--- src/rtl/rs_page_ecc.sv ---
module rs_page_ecc #(
  parameter int DATA_BYTES = 512,
  parameter int ADDR_W     = 5
) (
  input  logic              clk,
  input  logic              rst_n,
  input  logic              reg_we,
  input  logic [ADDR_W-1:0] reg_addr,
  input  logic [7:0]        reg_wdata,
  output logic [15:0]       reg_rdata,
  input  logic              byte_valid,
  input  logic [7:0]        byte_in
);
  localparam int SW = 10;
  localparam int NP = 6;
  localparam int CW = $clog2(DATA_BYTES + 9);
  localparam logic [CW-1:0] N_DATA = CW'(DATA_BYTES);
  localparam logic [CW-1:0] N_LAST = CW'(DATA_BYTES + 7);
  localparam logic [CW-1:0] N_END  = CW'(DATA_BYTES + 8);

  function automatic logic [SW-1:0] gf_mul(input logic [SW-1:0] a, input logic [SW-1:0] b);
    logic [SW-1:0] p;
    logic [SW-1:0] x;
    p = '0;
    x = a;
    for (int i = 0; i < SW; i++) begin
      if (b[i]) p = p ^ x;
      x = x[SW-1] ? ((x << 1) ^ 10'h009) : (x << 1);
    end
    return p;
  endfunction

  function automatic logic [SW*NP-1:0] gen_poly();
    logic [SW*(NP+1)-1:0] g;
    logic [SW-1:0] root;
    g = '0;
    g[SW-1:0] = 10'd1;
    root = 10'd1;
    for (int i = 0; i < NP; i++) begin
      for (int k = i + 1; k >= 1; k--)
        g[k*SW +: SW] = g[(k-1)*SW +: SW] ^ gf_mul(g[k*SW +: SW], root);
      g[SW-1:0] = gf_mul(g[SW-1:0], root);
      root = gf_mul(root, 10'd2);
    end
    return g[SW*NP-1:0];
  endfunction

  localparam logic [SW*NP-1:0] GEN = gen_poly();

  logic [SW*NP-1:0] par, par_nx;
  logic [CW-1:0]    cnt;
  logic [55:0]      stash;
  logic             mode_gen, feed_en, err;

  wire ctrl_wr  = reg_we && reg_addr == '0;
  wire clr      = ctrl_wr && reg_wdata[7];
  wire take     = feed_en && byte_valid;
  wire in_data  = take && cnt < N_DATA;
  wire in_par   = take && !mode_gen && cnt >= N_DATA && cnt < N_END;
  wire last_par = in_par && cnt == N_LAST;
  wire [2:0] pidx = 3'(cnt - N_DATA);

  wire [SW-1:0] fb = {2'b00, ~byte_in} ^ par[SW*NP-1 -: SW];

  for (genvar k = 0; k < NP; k++) begin : g_stage
    if (k == 0) begin : g_first
      assign par_nx[SW-1:0] = gf_mul(fb, GEN[SW-1:0]);
    end else begin : g_rest
      assign par_nx[k*SW +: SW] = par[(k-1)*SW +: SW] ^ gf_mul(fb, GEN[k*SW +: SW]);
    end
  end

  // stored bytes as they stand once the last one arrives
  wire [63:0] st = {byte_in, stash};
  wire [SW*NP-1:0] rx = ~{ {st[11:8],  st[7:0]},   {st[19:16], st[15:10]},
                           {st[29:24], st[23:20]}, {st[39:32], st[31:30]},
                           {st[49:48], st[47:40]}, {st[59:56], st[55:50]} };
  wire mismatch = rx != par;

  wire [9:0] s0 = par[9:0],   s1 = par[19:10], s2 = par[29:20];
  wire [9:0] s3 = par[39:30], s4 = par[49:40], s5 = par[59:50];
  wire [63:0] pk = { {4'hF, s0[9:6]}, {s0[5:0], s1[9:8]}, s1[7:0], s2[9:2],
                     {s2[1:0], s3[9:4]}, {s3[3:0], s4[9:6]}, {s4[5:0], s5[9:8]}, s5[7:0] };

  always_ff @(posedge clk or negedge rst_n) begin
    if (!rst_n) begin
      par <= '0; cnt <= '0; stash <= '0; err <= 1'b0;
      mode_gen <= 1'b0; feed_en <= 1'b0;
    end else if (ctrl_wr) begin
      mode_gen <= reg_wdata[6];
      feed_en  <= reg_wdata[5];
      if (reg_wdata[7]) begin
        par <= '0; cnt <= '0; stash <= '0; err <= 1'b0;
      end
    end else begin
      if (in_data) begin
        par <= par_nx;
        cnt <= cnt + 1'b1;
      end
      if (in_par) begin
        cnt <= cnt + 1'b1;
        if (!last_par) stash[pidx*8 +: 8] <= byte_in;
      end
      if (last_par) err <= mismatch;
    end
  end

  always_comb begin
    reg_rdata = '0;
    if (reg_addr == '0) reg_rdata[6:5] = {mode_gen, feed_en};
    else if (reg_addr == ADDR_W'(1)) reg_rdata[7] = err;
    else if (reg_addr >= ADDR_W'(8) && reg_addr < ADDR_W'(16))
      reg_rdata[7:0] = pk[reg_addr[2:0]*8 +: 8];
    else if (reg_addr >= ADDR_W'(16) && reg_addr < ADDR_W'(24))
      reg_rdata[7:0] = pk[reg_addr[2:0]*8 +: 8] ^ ((reg_addr[2:0] == 3'd7) ? 8'h0F : 8'hFF);
  end

  a_r7_count_bound: assert property (@(posedge clk) disable iff (!rst_n)
    cnt <= N_END);
  a_r3_clear: assert property (@(posedge clk) disable iff (!rst_n)
    clr |=> (cnt == '0 && par == '0 && !err));
  a_r4_freeze: assert property (@(posedge clk) disable iff (!rst_n)
    (!feed_en && !ctrl_wr) |=> ($stable(par) && $stable(cnt) && $stable(err)));
  a_r9_err_hold: assert property (@(posedge clk) disable iff (!rst_n)
    (err && !clr) |=> err);
  a_r7_gen_stop: assert property (@(posedge clk) disable iff (!rst_n)
    (mode_gen && cnt == N_DATA && !ctrl_wr) |=> (cnt == N_DATA && $stable(par)));
endmodule

--- config.mk ---
export PLATFORM = sky130hd
export DESIGN_NAME = rs_page_ecc
export DESIGN_NICKNAME = d
export VERILOG_FILES = /design/src/rtl/rs_page_ecc.sv
export SDC_FILE = /design/constraint.sdc
export NUM_CORES = 1
export LEC_CHECK = 0
export BUFFER_PORTS_ARGS = -buffer_cell sky130_fd_sc_hd__buf_2
export CAP_MARGIN = 15
export CORE_MARGIN = 10
export CORE_UTILIZATION = 40
export CTS_CLUSTER_DIAMETER = 50
export CTS_CLUSTER_SIZE = 16
export DETAILED_ROUTE_END_ITERATION = 6
export PLACE_DENSITY = 0.62
export REMOVE_ABC_BUFFERS = 1
export SKIP_LAST_GASP = 1
export SYNTH_ARGS = -nofsm -noshare
export SYNTH_HDL_FRONTEND = slang
export SYNTH_SLANG_ARGS = --single-unit
--- constraint.sdc ---
create_clock -name clk -period 5.5 [get_ports clk]
set_input_delay 0.55 -clock clk [delete_from_list [all_inputs] [get_ports clk]]
set_output_delay 0.55 -clock clk [all_outputs]
set_load 0.01 [all_outputs]
==> metrics.csv <==
metric,value,unit
status,"complete, no violations",
R2R Path End,par[56]$_DFFE_PN0P_,
clk_lat worst skew,0.42,ns
first-pass GRT wire length,36.3,mm
cells after synthesis,735,
Clock Tree Buf Depth,2,
largest net degree at the start of global routing,78,
clk_skew,0.00851,ns
# clock sinks,129,
CP Buf/Inv Count,2,
Max-slew headroom,41.1,%
Place WS,2.00,ns
initial antenna violation count,0,
CTS tree,done,
Final Hold Viols,0,
TritonCTS buffer count,17,
CP max-delay cell,mux4_2,
Tot GR Track Use,18.4,%
Post-Syn Area,0.00794,mm^2
hpwl dp,16.8,mm
CP top delay family,multiplexers,
Placer Congestion,0.905,
vias in the first global route,5700,
final max-slew violation count,0,
CP Cell Sequence,buf_2 -> mux4_2 -> mux2i_1 -> mux2i_1 -> buf_2,
CTS Root Cell,clkbuf_16,
asr flop ratio synth,100,%
initial DRC count,520,
fraction of final layout cells sized beyond drive strength 1,13.5,%
critical path depth in cells,5,
Max stage delay on crit path,0.59,ns
die area,0.0259,mm^2
final setup vio count,0,
sequential area share after synthesis,40.6,%
Post-CTS Hold Buffers,0,
Worst Reg-to-Reg Cells,6,
Arrival @ worst endpoint,2.52,ns
Seq cells post-synth,129,
Final period util,55.8,%
Worst setup SP type,primary input,
Pwr Density,777,mW/mm^2
CP endpoint kind,output port,
Vert. Die Dim,161,um
post-cts resize count,0,
Fmax,326,MHz
"CTS clk-pin slew, worst paths",0.06,ns
setup_tns,0,ns
Synth Flop Type,dfrtp_1,
post-layout net count,774,
# port buffers,27,
routed vias,5782,
Max Cap Viol,0,
Die W,161,um
synth warn,0,
I/O pins,41,
routed wire length,23.5,mm
critical path peak fanout,24,
RSZ-0062 raised after global routing,false,
via-per-instance ratio,5.65,
Netlist cell types,46,
Synth Area per Inst,10.8,um^2
H-tree depth,4,
Pleak,3.70,nW
Initial DRT Pass Iterations,5,
FILL cells,1868,
Area Growth Syn to Fin,11.2,%
Antenna Cells,0,
initial cell density of the core,40.7,%
Worst Setup EP,reg_rdata[4],
Tightest Hold Check Type,in -> async,
crit path launch,reg_addr[0],
RR Startpoint,par[59]$_DFFE_PN0P_,
drc violations,0,
CP Data Required Time,4.95,ns
Post-synth EDFFs,0,
VDD IR max,0.000359,V
crit path kind,in -> out,
std cell rows,51,
post-CTS setup buffer count,0,
core area,0.0195,mm^2
grt ovf,0,
final worst slack,2.43,ns
R2R Setup Slk,2.63,ns
Worst Tran Pin Value,0.877,ns
WL/cell,23.0,um
Routed Antenna Nets,0,
"Min Clock Period, post-route",3.07,ns
-- metrics by stage --
stage | hold WS (ns) | cells | cell area, um^2 | util, % | power [mW]
6_report | 0.169 | 1023 | 8830 | 45.2 | 6.86
5_1_grt | 0.219 | 1023 | 8830 | 45.2 | 7.28
4_1_cts | 0.196 | 1022 | 8830 | 45.2 | 6.83
3_5_place_dp | 0.501 | 991 | 8250 | 42.3 | 5.67
3_3_place_gp | 0.497 | 991 | 8250 | 42.3 | 5.65
2_1_floorplan | 0.254 | 694 | 7740 | - | 4.76
-- cells in the final DEF (no fill, tap or decap), drive strengths merged, types with 15 or more instances in the layout --
cell type  instances
mux2i             20
o21ai             71
xor2              40
nand3             61
a22o              55
clkbuf            21
dfrtp            129
nand2             34
xnor2            163
buf               33
nor2              15
nor4              18
-- cells by family after synthesis --
logic type	synth area share, %
xor gates and xnor gates	26.8
and+or+nand+nor	11.2
AOI/OAI and AO/OA	11.7
DFF	40.6
buffers and inverters	3.20
muxes	5.92
adders and majority gates	0.473
other	0.0472
-- report_power, final --
| part | switching (mW) | internal [mW] | leakage [nW] |
|---|---|---|---|
| combinational | 1.90 | 1.94 | 1.70 |
| clock | 0.422 | 0.685 | 0.275 |
| sequential | 0.624 | 1.30 | 1.72 |
-- Yosys cell counts, drive strengths merged, types with 3 or more instances --
cell / number / share of area (%)
xnor2: 163 / 20
or3: 4 / 0.32
nand2: 34 / 1.6
a22o: 55 / 6.1
mux4: 12 / 3.4
nor2: 15 / 0.77
a21oi: 4 / 0.25
and3: 4 / 0.32
nand3: 61 / 3.8
and2: 3 / 0.24
nor3: 6 / 0.57
nand4: 6 / 0.47
nor4: 18 / 1.5
o31ai: 4 / 0.38
o21ai: 71 / 4.5
mux2i: 20 / 2.5
nand2b: 6 / 0.47
ha: 3 / 0.47
inv: 6 / 0.28
nor2b: 3 / 0.24
dfrtp: 129 / 41
xor2: 40 / 4.5
buf: 31 / 2.1
clkbuf: 17 / 0.80
xnor3: 6 / 1.7
-- how the worst min path moves through the flow --
stage	start	end	slack, ns
after global placement	feed_en$_DFFE_PN0N_	feed_en$_DFFE_PN0N_	0.50
after global routing	rst_n	par[38]$_DFFE_PN0P_	0.22
after CTS	rst_n	par[25]$_DFFE_PN0P_	0.20
after detailed placement	feed_en$_DFFE_PN0N_	feed_en$_DFFE_PN0N_	0.50
final	rst_n	par[38]$_DFFE_PN0P_	0.17
after floorplan	rst_n	cnt[0]$_DFFE_PN0P_	0.25
-- routing by layer --
metal  global-route usage (%)  part of all wire [%]  vias up
li1                         -                     -     2607
met1                     26.0                    45     2855
met2                     26.9                    44      280
met3                     5.04                   8.8       40
met4                     5.33                   2.1        0
met5                        0                     0        -
-- state kept, by name, summed over array words and instances, names as in the netlist --
| signal | flops |
|---|---|
| err | 1 |
| mode_gen | 1 |
| cnt | 10 |
| par | 60 |
| stash | 56 |
| feed_en | 1 |
-- area by class of cell --
type | instances | area, um^2 | area share (%)
tap | 265 | 332 | 3.75
clock inverter | 10 | 111 | 1.26
timing repair buffer | 33 | 184 | 2.08
clock buffer | 21 | 460 | 5.21
inverter | 6 | 22.5 | 0.255
sequential | 129 | 3230 | 36.6
multi-input combinational | 559 | 4490 | 50.9
Note: power is estimated with default switching activity, not from simulation.
